## config.mk

```make
export PLATFORM = sky130hd
export DESIGN_NAME = psram_pwr_seq
export DESIGN_NICKNAME = d
export VERILOG_FILES = /design/src/rtl/psram_seq_pkg.sv /design/src/rtl/psram_phase_timer.sv /design/src/rtl/psram_read_counter.sv /design/src/rtl/psram_pwr_seq.sv
export SDC_FILE = /design/constraint.sdc
export NUM_CORES = 1
export LEC_CHECK = 0
export BUFFER_PORTS_ARGS = -buffer_cell sky130_fd_sc_hd__buf_4
export CORE_UTILIZATION = 62
export DETAILED_ROUTE_END_ITERATION = 8
export HOLD_SLACK_MARGIN = 0.1
export PLACE_DENSITY = 0.83
export RECOVER_POWER = 25
export SKIP_CTS_REPAIR_TIMING = 1
export SYNTH_ARGS = -nofsm -noshare
export SYNTH_HDL_FRONTEND = slang
export SYNTH_SLANG_ARGS = --single-unit
```

## constraint.sdc

```tcl
create_clock -name clk -period 4.8 [get_ports clk]
set_input_delay 0.24 -clock clk [delete_from_list [all_inputs] [get_ports clk]]
set_output_delay 0.24 -clock clk [all_outputs]
set_load 0.1 [all_outputs]
```

## src/rtl/psram_seq_pkg.sv

```systemverilog
package psram_seq_pkg;

    typedef enum logic [2:0] {
        SQ_OFF    = 3'd0,
        SQ_WAIT   = 3'd1,
        SQ_RD_LOW = 3'd2,
        SQ_RD_GAP = 3'd3,
        SQ_ACTIVE = 3'd4,
        SQ_ENTER  = 3'd5,
        SQ_DEEP   = 3'd6
    } seq_state_e;

endpackage

```

## src/rtl/psram_phase_timer.sv

```systemverilog
module psram_phase_timer #(
    parameter int CW = 8
) (
    input  logic          clk,
    input  logic          rst_n,
    input  logic          load,
    input  logic [CW-1:0] len,
    output logic          done
);
    logic [CW-1:0] cnt;

    always_ff @(posedge clk or negedge rst_n) begin
        if (!rst_n)
            cnt <= '0;
        else if (load)
            cnt <= len - 1'b1;
        else if (cnt != '0)
            cnt <= cnt - 1'b1;
    end

    assign done = (cnt == '0);

    // phase length counts down by one per cycle
    assert_timer_step_R2: assert property (@(posedge clk) disable iff (!rst_n)
        (!load && cnt != '0) |=> (cnt == $past(cnt) - 1'b1));
endmodule

```

## src/rtl/psram_read_counter.sv

```systemverilog
module psram_read_counter #(
    parameter int NUM_READS = 3
) (
    input  logic clk,
    input  logic rst_n,
    input  logic clr,
    input  logic inc,
    output logic last
);
    localparam int RW = (NUM_READS > 1) ? $clog2(NUM_READS) : 1;
    localparam logic [RW-1:0] LAST_IDX = RW'(NUM_READS - 1);

    logic [RW-1:0] cnt;

    always_ff @(posedge clk or negedge rst_n) begin
        if (!rst_n)
            cnt <= '0;
        else if (clr)
            cnt <= '0;
        else if (inc)
            cnt <= cnt + 1'b1;
    end

    assign last = (cnt == LAST_IDX);

    // never counts beyond the number of dummy reads
    assert_read_count_bound_R3: assert property (@(posedge clk) disable iff (!rst_n)
        (inc && !clr) |-> (cnt < LAST_IDX));
endmodule

```

## src/rtl/psram_pwr_seq.sv

```systemverilog
module psram_pwr_seq #(
    parameter int WAIT_CYC   = 10000,
    parameter int RD_LOW_CYC = 5,
    parameter int RD_GAP_CYC = 2,
    parameter int NUM_READS  = 3
) (
    input  logic clk,
    input  logic rst_n,
    input  logic pwr_good,
    input  logic sleep_req,
    input  logic wake_req,
    input  logic ctl_idle,
    input  logic ctl_cs_n,
    input  logic ctl_oe_n,
    output logic mem_cs_n,
    output logic mem_mode,
    output logic mem_oe_n,
    output logic dummy_rd,
    output logic ready
);
    import psram_seq_pkg::*;

    localparam int LEN_A   = (WAIT_CYC > RD_LOW_CYC) ? WAIT_CYC : RD_LOW_CYC;
    localparam int LEN_MAX = (LEN_A > RD_GAP_CYC) ? LEN_A : RD_GAP_CYC;
    localparam int CW      = $clog2(LEN_MAX + 1);

    seq_state_e    state, state_n;
    logic          t_load, t_done, rd_last;
    logic [CW-1:0] t_len;

    psram_phase_timer #(.CW(CW)) u_timer (
        .clk   (clk),
        .rst_n (rst_n),
        .load  (t_load),
        .len   (t_len),
        .done  (t_done)
    );

    psram_read_counter #(.NUM_READS(NUM_READS)) u_reads (
        .clk   (clk),
        .rst_n (rst_n),
        .clr   (state_n == SQ_WAIT && state != SQ_WAIT),
        .inc   (state == SQ_RD_LOW && state_n == SQ_RD_GAP),
        .last  (rd_last)
    );

    // next state
    always_comb begin
        state_n = state;
        unique case (state)
            SQ_OFF:    if (pwr_good) state_n = SQ_WAIT;
            SQ_WAIT:   if (t_done) state_n = SQ_RD_LOW;
            SQ_RD_LOW: if (t_done) state_n = rd_last ? SQ_ACTIVE : SQ_RD_GAP;
            SQ_RD_GAP: if (t_done) state_n = SQ_RD_LOW;
            SQ_ACTIVE: if (sleep_req && ctl_idle) state_n = SQ_ENTER;
            SQ_ENTER:  state_n = SQ_DEEP;
            SQ_DEEP:   if (wake_req) state_n = SQ_WAIT;
            default:   state_n = SQ_OFF;
        endcase
        if (!pwr_good)
            state_n = SQ_OFF;
    end

    always_comb begin
        t_load = (state_n != state);
        unique case (state_n)
            SQ_WAIT:   t_len = CW'(WAIT_CYC);
            SQ_RD_LOW: t_len = CW'(RD_LOW_CYC);
            default:   t_len = CW'(RD_GAP_CYC);
        endcase
    end

    // state register
    always_ff @(posedge clk or negedge rst_n) begin
        if (!rst_n)
            state <= SQ_OFF;
        else
            state <= state_n;
    end

    // outputs
    always_comb begin
        mem_cs_n = 1'b1;
        mem_mode = 1'b1;
        mem_oe_n = 1'b1;
        dummy_rd = 1'b0;
        ready    = 1'b0;
        unique case (state)
            SQ_RD_LOW: begin
                mem_cs_n = 1'b0;
                dummy_rd = 1'b1;
            end
            SQ_ACTIVE: begin
                mem_cs_n = ctl_cs_n;
                mem_oe_n = ctl_oe_n;
                ready    = 1'b1;
            end
            SQ_DEEP:  mem_mode = 1'b0;
            default: ;
        endcase
    end

    assert_deep_cs_high_R6: assert property (@(posedge clk) disable iff (!rst_n)
        !mem_mode |-> mem_cs_n);

    assert_mode_fall_order_R6: assert property (@(posedge clk) disable iff (!rst_n)
        $fell(mem_mode) |-> ($past(mem_cs_n) && $past(!ready)));

    assert_oe_idle_R3: assert property (@(posedge clk) disable iff (!rst_n)
        !ready |-> mem_oe_n);

    assert_ready_after_read_R4: assert property (@(posedge clk) disable iff (!rst_n)
        $rose(ready) |-> $past(dummy_rd));

    assert_ready_hold_R7: assert property (@(posedge clk) disable iff (!rst_n)
        (ready && pwr_good && !(sleep_req && ctl_idle)) |=> ready);

    assert_pwr_loss_R10: assert property (@(posedge clk) disable iff (!rst_n)
        !pwr_good |=> (!ready && mem_cs_n && mem_mode && !dummy_rd));
endmodule

```

==> results of run 1 <==
worst register-to-register path, cell delays in order (launching register included):
cell	delay, ns
dfrtp_1	0.48
nor4_4	0.39
nand4_2	0.27
mux2_2	0.38
or3_4	0.44
a21bo_1	0.18
o21ai_1	0.08
ha_1	0.33
nand3_1	0.13
or2_1	0.28
nor4_1	0.24
mux2i_1	0.25
mux2i_1	0.10
layer usage:
layer  GRT usage [%]  vias to the layer above  part of all wire [%]
met2            50.7                       27                    54
met4            10.6                        0                   1.3
met3            3.33                        5                   2.8
met5               0                        -                     0
li1                -                      553                     -
met1            31.8                      548                    42
path summary, 6_finish.rpt:
path	start	end	slack, ns	cells after the start
worst max-delay path	u_timer.cnt[9]	u_timer.cnt[12]	1.15	12
worst max register to register	u_timer.cnt[9]	u_timer.cnt[12]	1.15	12
max in group asynchronous	rst_n	state[2]	3.58	2
worst min-delay path	pwr_good	state[1]	0.30	3
min in group asynchronous	rst_n	u_timer.cnt[11]	0.60	2
worst min register to register	u_reads.cnt[1]	u_reads.cnt[1]	0.54	2
cells in the final DEF (no fill, tap or decap), types with 3 or more instances in the layout:
cell type	count
nand3_1	6
nor4_1	4
xor2_1	5
o21ai_1	3
dfrtp_1	19
xnor2_1	3
nand2b_1	4
clkbuf_4	3
o21a_1	3
nor2b_1	6
nand2_1	9
o211ai_1	3
mux2i_1	4
a21oi_1	4
buf_4	12
nor3_1	3
nor2_1	15
inv_1	4
o21ai_0	6
stage by stage:
step	instance area, µm²	power, mW	instances	util, %
2_1_floorplan	1330	0.294	144	-
3_3_place_gp	1430	0.319	177	72.0
3_5_place_dp	1430	0.326	177	72.0
4_1_cts	1450	0.410	181	73.3
5_1_grt	1460	0.430	182	73.6
6_report	1460	0.408	182	73.6
kinds of logic after synthesis:
logic type	count (synthesis)	share of synthesized area (%)
xor+xnor	8	5.28
simple gates	66	30.6
flops	19	35.8
compound gates	31	16.4
fa+ha+maj	2	1.88
mux	7	6.41
buf+inv	11	3.58
power by group:
group | internal (mW) | switching (mW)
clock | 0.0325 | 0.0524
combinational | 0.0498 | 0.0571
sequential | 0.181 | 0.0356
cells in the mapped netlist (2+ instances only):
cell	number
dfrtp_1	19
nor2_1	15
nand2_1	9
nand3_1	6
nor2b_1	6
o21ai_0	6
xor2_1	5
a21oi_1	4
clkbuf_1	4
inv_1	4
mux2i_1	4
nand2b_1	4
nor4_1	4
nor3_1	3
o211ai_1	3
o21a_1	3
o21ai_1	3
xnor2_1	3
a22oi_1	2
buf_2	2
ha_1	2
mux2_2	2
nand3b_1	2
nand4_1	2
nor4_4	2
o31a_1	2
or2_1	2
cell type report:
cell class | count | share of cell area, %
Clock buffer | 4 | 1.80
Inverter | 4 | 1.03
Multi-Input combinational cell | 114 | 55.1
Sequential cell | 19 | 32.6
Tap cell | 27 | 2.32
Timing Repair Buffer | 14 | 7.12
state kept, by name, summed over array words and instances (netlist names):
register,cells
u_timer.cnt,14
u_reads.cnt,2
state,3
==> metrics.yaml, run 1 <==
clock_network:
  cts_made_buffers: 3
  cts_root_buffer: "clkbuf_4"
  clkLatencyLatePin_ns: 0.31
  clkSinkCount: 19
  cts.clk_slew.worst_paths_ns: 0.11
  cts_tree: "done"
  cts_max_level: 1
  clk_path_buf_depth: 2
grt:
  grt_max_degree: 23
  antenna_found_initial: 0
  grt_pass1_wl_um: 4450
  overflow: 0
  grtUsageTotal_pct: 27.4
  grt_pass1_vias: 1046
timing:
  fin_crit_sh_pct: 76.1
  max_freq_mhz: 274
  final-setup-viol-count: 0
  slew_viol_final: 0
  finalWorstSetupSlack_ns: 1.15
  fin_tns_setup_ns: 0
  rsz0062_at_grt: "no"
  fin_skew_ns: 0.0100
  holdWs_ns: 0.298
  maxSlewHeadroom_pct: 32.8
  period_minus_slack_ns: 3.65
  tightest_slew_ns: 1.01
  finalHoldViolCount: 0
floorplan:
  design.core.area_mm2: 0.00198
  die_y_um: 48.3
  die_area_mm2: 0.00233
  io_pins: 13
  die_x_um: 48.3
  start_util_pct: 67.0
  rows: 16
setup_path:
  slowest_delay_ns: 0.48
  path_buf_inv: 0
  critPathKind: "flop to flop"
  slowest_stage: "dfrtp_1"
  crit_family: "simple AND/OR/NAND/NOR gates"
  cp-end-kind: "flop"
  critPathArrivalTime_ns: 3.86
  crit_fanout: 8
  start_kind: "flop"
  cp.required_ns: 5.00
  worst_path_most_repeated_cell: "mux2i_1"
  critical_path.cell_chain: "nor4_4, nand4_2, mux2_2, or3_4, a21bo_1, o21ai_1, ha_1, nand3_1, or2_1, nor4_1, mux2i_1, mux2i_1"
logic_synthesis:
  ys.flop_type: "dfrtp_1"
  syn_inst: 144
  synth_top_area_share_pct: 35.8
  syn_avg_cell_area_um2: 9.22
  async_reset_ff_share_pct: 100
  yosysWarnings: 0
  ys_top_cells_by_area: "dfrtp_1 (36%), nor2_1 (4.2%), xor2_1 (3.3%)"
  syn-num-nets: 154
  ys_ff_latch: 19
  synth-edff-count: 0
  synth_largest_area_cell: "dfrtp_1"
  synth_seq_area_share_pct: 35.8
  synth.distinct_cells: 48
  netlist_area_mm2: 0.00133
drt:
  drtAntennaViolNets: 0
  via_per_inst: 6.23
  vias: 1133
  wl_per_cell_um: 15.1
  routed_wl_um: 2750
  drt-initial-drc-count: 27
  firstDrtPassIters: 4
  drc: 0
placement:
  dp_slack_ns: 1.18
  portBuffers: 12
  dp_hpwl_um: 2070
  place_congestion: 0.841
finish:
  ff_latch_area_um2: 475
  fin_nets: 166
  num-fill-cells: 152
  final_layout_size_suffix_gt1_share_pct: 16.8
  n_antenna_cell: 0
  area_growth_pct: 9.90
  multi_input_area_um2: 805
power_and_ir_drop:
  powerDensity_mw_per_mm2: 280
  leakage_nw: 0.592
  ir_drop_v: 0.000188
run_status:
  status: "completed"
hold_path:
  hold_path_class: "input pin to flop"
flow_run:
  maxCapViolCount: 0
Note: power is estimated with default switching activity, not from simulation.
==> run 2: changes to the inputs <==
--- a/config.mk
+++ b/config.mk
@@ -6,10 +6,10 @@
 export NUM_CORES = 1
 export LEC_CHECK = 0
 export BUFFER_PORTS_ARGS = -buffer_cell sky130_fd_sc_hd__buf_4
-export CORE_UTILIZATION = 62
+export CORE_UTILIZATION = 52
 export DETAILED_ROUTE_END_ITERATION = 8
 export HOLD_SLACK_MARGIN = 0.1
-export PLACE_DENSITY = 0.83
+export PLACE_DENSITY = 0.74
 export RECOVER_POWER = 25
 export SKIP_CTS_REPAIR_TIMING = 1
 export SYNTH_ARGS = -nofsm -noshare
==> constraint.sdc (replaced) <==
create_clock -name clk -period 3.1 [get_ports clk]
set_input_delay 0.155 -clock clk [delete_from_list [all_inputs] [get_ports clk]]
set_output_delay 0.155 -clock clk [all_outputs]
set_load 0.1 [all_outputs]
==> run 2 against run 1 <==
Compared with the run above: the flow now finishes with violations (setup timing); die area is 18% higher; via count is 12% higher; first-iteration DRC count is 59% higher; sequential power is 46% higher; design area is 18% higher; non-clock buffer count is 27 higher; hold slack worse by 0.071 ns; utilization is 0.81 points higher; maximum frequency is 16% higher; critical path type unchanged; largest power group unchanged; power is 73% higher; clock skew is 0.0068 ns lower; flip-flop and latch count stayed put.
==> metrics.yaml, run 2 (synthesis gave the netlist of run 1 again) <==
run_status:
  status: "finished, violations left"
  violations: "setup timing"
flow_run:
  maxCapViolCount: 0
drt:
  vias: 1272
  drc: 0
  wl_per_cell_um: 15.7
  routed_wl_um: 3290
  drtAntennaViolNets: 0
  drt-initial-drc-count: 43
  firstDrtPassIters: 4
  via_per_inst: 6.06
floorplan:
  die_area_mm2: 0.00276
  die_x_um: 52.5
  rows: 17
  die_y_um: 52.5
  design.core.area_mm2: 0.00232
  io_pins: 13
  start_util_pct: 57.3
timing:
  period_minus_slack_ns: 3.15
  fin_crit_sh_pct: 102
  maxSlewHeadroom_pct: 33.5
  final-setup-viol-count: 1
  max_freq_mhz: 318
  tightest_slew_ns: 0.997
  finalWorstSetupSlack_ns: -0.0477
  finalHoldViolCount: 0
  rsz0062_at_grt: "yes"
  fin_skew_ns: 0.00317
  slew_viol_final: 0
finish:
  num-fill-cells: 181
  area_growth_pct: 30.0
  largest_reg_flops: 14
  finish.instance_area_mm2: 0.00173
  final_layout_size_suffix_gt1_share_pct: 34.6
  fin_nets: 193
  ff_latch_area_um2: 477
  final_common_cell: "buf_4"
  reg.largest.list: "u_timer.cnt (14), state (3), u_reads.cnt (2)"
  final_cell_mix: "buf_4 (39), dfrtp_1 (18), nor2_1 (15)"
  multi_input_area_um2: 866
  top_register: "u_timer.cnt"
  n_antenna_cell: 0
  fin_util_pct: 74.4
power_and_ir_drop:
  p_sw_share_pct: 35.1
  p_comb_share_pct: 37.2
  clkPwrFrac_pct: 18.2
  leakage_nw: 0.735
  powerDensity_mw_per_mm2: 411
  ir_drop_v: 0.000334
  intPower_uw: 460
  power.share.sequential_pct: 44.6
  power_switching_uw: 249
setup_path:
  start_kind: "flop"
  cp-end-kind: "flop"
  critical_path.cell_chain: "nor4_4, nand4_2, mux2_4, or3_4, a21bo_1, o21ai_1, ha_2, nand3_2, or2_4, nor4_4, mux2i_1, mux2i_1"
  critPathKind: "flop to flop"
  cp.required_ns: 3.29
  slowest_stage: "dfrtp_1"
  crit_fanout: 4
  slowest_delay_ns: 0.42
  path_buf_inv: 0
  crit_family: "simple AND/OR/NAND/NOR gates"
  critPathArrivalTime_ns: 3.33
clock_network:
  clkSinkCount: 19
  cts.clk_slew.worst_paths_ns: 0.11
  clk_path_buf_depth: 2
  cts_max_level: 1
  cts_tree: "done"
  cts_root_buffer: "clkbuf_4"
  cts_made_buffers: 3
  clkLatencyLatePin_ns: 0.30
grt:
  grt_pass1_wl_um: 5470
  grtUsageTotal_pct: 27.8
  grtUsageMet3_pct: 4.64
  grtUsageMet1_pct: 39.1
  grt-busiest-layer: "met2"
  overflow: 0
  grt_max_degree: 20
  antenna_found_initial: 0
  grt_pass1_vias: 1186
  met2_usage_pct: 43.5
placement:
  placed_area_mm2: 0.00165
  dp_hpwl_um: 2510
  place_congestion: 0.856
  portBuffers: 12
hold_path:
  hold_path_class: "input pin to flop"
==> run 2: cell count changes in the layout (fill, tap and decap cells not counted), sizes merged <==
cell,previous run,this run
buf,12,39
==> run 2: per-stage QoR <==
stage / instances / hold slack [ns] / setup TNS (ns) / setup slack [ns] / power (mW)
floorplan: 144 / -0.141 / -1.30 / -0.519 / 0.470
global placement: 200 / 0.0383 / 0 / 0.0760 / 0.557
detailed placement: 200 / 0.0375 / -0.101 / -0.101 / 0.569
CTS: 204 / -0.299 / -0.113 / -0.113 / 0.697
global route: 210 / 0.226 / -0.290 / -0.148 / 0.752
finish: 210 / 0.228 / -0.0477 / -0.0477 / 0.708
==> run 2: layout make-up <==
type | instances | area share (%)
well taps | 28 | 2.03
inverters | 4 | 0.870
flip-flops and latches | 19 | 27.6
repair buffers | 41 | 17.8
multi-input cells | 114 | 50.2
clock buffers | 4 | 1.52
==> run 2: path summary, 6_finish.rpt <==
kind                            startpoint               to  slack (ns)  cells after the start
setup / recovery           u_timer.cnt[12]  u_timer.cnt[12]       -0.05                     12
min in group asynchronous            rst_n  u_timer.cnt[10]        0.54                      2
hold / removal                    pwr_good         state[0]        0.23                      3
hold reg to reg             u_reads.cnt[1]   u_reads.cnt[1]        0.55                      2
setup reg to reg           u_timer.cnt[12]  u_timer.cnt[12]       -0.05                     12
max in group asynchronous            rst_n   u_timer.cnt[8]        1.90                      2
==> run 2: layer usage <==
layer,share of wire [%],routed length [µm]
met1,42,1390
met2,48,1600
met3,7.0,232
met4,2.1,70
met5,0,0
==> run 2: power by group through the flow <==
stage | Combinational (mW) | Sequential, mW | Clock [mW]
after floorplan | 0.142 | 0.328 | 0
after global placement | 0.238 | 0.320 | 0
after detailed placement | 0.248 | 0.321 | 0
after CTS | 0.249 | 0.316 | 0.132
after global routing | 0.287 | 0.320 | 0.144
final | 0.264 | 0.316 | 0.129
==> run 2: worst min-delay path, delay by kind of cell <==
kind,cells,cell delay [ns]
simple gates,2,0.21
buf+inv,1,0.13
==> run 3: changes to the inputs <==
--- a/config.mk
+++ b/config.mk
@@ -5,9 +5,9 @@
 export SDC_FILE = /design/constraint.sdc
 export NUM_CORES = 1
 export LEC_CHECK = 0
-export BUFFER_PORTS_ARGS = -buffer_cell sky130_fd_sc_hd__buf_4
-export CORE_UTILIZATION = 52
+export CORE_UTILIZATION = 56
 export DETAILED_ROUTE_END_ITERATION = 8
+export DONT_BUFFER_PORTS = 1
 export HOLD_SLACK_MARGIN = 0.1
 export PLACE_DENSITY = 0.74
 export RECOVER_POWER = 25
==> run 3 against run 2 <==
Compared with the run above: hold slack worse by 0.12 ns; critical endpoint unchanged; global-route usage is 1.5 points higher; utilization is 0.41 points lower; sequential power is 2% higher; final cell count shrank 5.7%; the run still ends with setup timing left.
==> metrics.yaml, run 3 (synthesis gave the netlist of run 1 again) <==
timing:
  fin_skew_ns: 0.00196
  slew_viol_final: 0
  final-setup-viol-count: 1
  fin_crit_sh_pct: 100
  max_freq_mhz: 323
  rsz0062_at_grt: "yes"
  period_minus_slack_ns: 3.10
  finalWorstSetupSlack_ns: -0.0000491
  tightest_slew_ns: 1.04
  maxSlewHeadroom_pct: 30.1
  finalHoldViolCount: 0
setup_path:
  crit_fanout: 4
  start_kind: "flop"
  regToRegStartpoint: "u_timer.cnt[12]"
  critPathArrivalTime_ns: 3.30
  reg2reg_depth: 12
  critPathKind: "flop to flop"
  r2r_slack_ns: -0.00005
  r2r_end: "u_timer.cnt[12]"
  cp.required_ns: 3.30
  cp-end-kind: "flop"
drt:
  firstDrtPassIters: 4
  wl_per_cell_um: 16.4
  wl_met2_um: 1630
  routed_wl_um: 3240
  drt-initial-drc-count: 42
  highest_layer: "met4"
  drt-met1-wl_um: 1410
  vias: 1225
  drtAntennaViolNets: 0
  routed-wl-met3_um: 142
  via_per_inst: 6.19
  drc: 0
run_status:
  violations: "setup timing"
  status: "finished, violations left"
floorplan:
  start_util_pct: 59.4
  die_area_mm2: 0.00257
  die_y_um: 50.7
  design.core.area_mm2: 0.00223
  die_x_um: 50.7
  io_pins: 13
  rows: 17
grt:
  grtUsageTotal_pct: 29.3
  grt_pass1_vias: 1214
  overflow: 0
  grt_pass1_wl_um: 5550
  grt_max_degree: 20
  antenna_found_initial: 0
clock_network:
  cts_root_buffer: "clkbuf_4"
  clkSinkCount: 19
  clkLatencyLatePin_ns: 0.30
  cts_made_buffers: 3
  cts.clk_slew.worst_paths_ns: 0.11
  cts_max_level: 1
  cts_tree: "done"
  clk_path_buf_depth: 2
finish:
  final_common_cell: "buf_4"
  fin_nets: 181
  reg.largest.list: "u_timer.cnt (14), state (3), u_reads.cnt (2)"
  fin_util_pct: 74.0
  largest_reg_flops: 14
  final_layout_size_suffix_gt1_share_pct: 31.2
  top_register: "u_timer.cnt"
  final_cell_mix: "buf_4 (28), dfrtp_1 (19), nor2_1 (13)"
  area_growth_pct: 24.5
  n_antenna_cell: 0
  num-fill-cells: 168
power_and_ir_drop:
  leakage_nw: 0.684
  powerDensity_mw_per_mm2: 420
  ir_drop_v: 0.000485
hold_path:
  holdPathStages: 3
  hold-path-endpoint: "state[1]"
  hold_start: "pwr_good"
  hold_path_class: "input pin to flop"
placement:
  portBuffers: 0
  dp_slack_ns: -0.103
  place_congestion: 0.858
  dp_hpwl_um: 2500
flow_run:
  maxCapViolCount: 0
==> run 3: through the flow <==
stage / instance area [µm²] / hold WS, ns / total power, mW / std cells / TNS [ns]
2_1_floorplan: 1400 / -0.141 / 0.470 / 144 / -1.30
3_3_place_gp: 1590 / -0.140 / 0.538 / 192 / 0
3_5_place_dp: 1590 / -0.140 / 0.549 / 192 / -0.103
4_1_cts: 1620 / -0.475 / 0.679 / 196 / -0.142
5_1_grt: 1650 / 0.114 / 0.732 / 198 / -0.261
6_report: 1650 / 0.111 / 0.695 / 198 / -0.0000491
==> run 3: worst max path at each step <==
stage | end | slack [ns] | startpoint | cells past startpoint
final | u_timer.cnt[12] | -0.00005 | u_timer.cnt[12] | 12
after global routing | u_timer.cnt[12] | -0.17 | u_timer.cnt[12] | 12
after CTS | u_timer.cnt[12] | -0.12 | u_timer.cnt[3] | 12
after detailed placement | u_timer.cnt[12] | -0.10 | u_timer.cnt[3] | 12
after global placement | u_timer.cnt[12] | 0.03 | u_timer.cnt[3] | 12
after floorplan | u_timer.cnt[12] | -0.52 | state[0] | 14
==> run 3: worst max-delay path, cell delays in order, from the launching register on <==
cell     delay, ns
dfrtp_1       0.45
nor4_4        0.34
nand4_2       0.20
mux2_4        0.35
or3_4         0.40
a21bo_1       0.18
o21ai_1       0.08
ha_2          0.20
nand3_2       0.07
or2_4         0.27
nor4_4        0.16
mux2i_1       0.22
mux2i_1       0.08
==> run 3: area by class of cell <==
type	instances	area, µm²	area share [%]
clock buffer	4	26.3	1.59
inverter	4	15.0	0.908
multi-input combinational	114	881	53.3
sequential	19	475	28.8
tap	28	35.0	2.12
timing repair buffer	29	220	13.3
==> run 3: metal layers <==
metal / vias to the layer above / track usage (%)
met5: - / 0
li1: 579 / -
met3: 9 / 4.24
met1: 600 / 39.2
met2: 37 / 47.8
met4: 0 / 11.1
==> run 3: power breakdown <==
group / switching [mW] / internal, mW
Combinational: 0.125 / 0.115
Sequential: 0.0420 / 0.281
Clock: 0.0821 / 0.0503
Total: 0.249 / 0.446
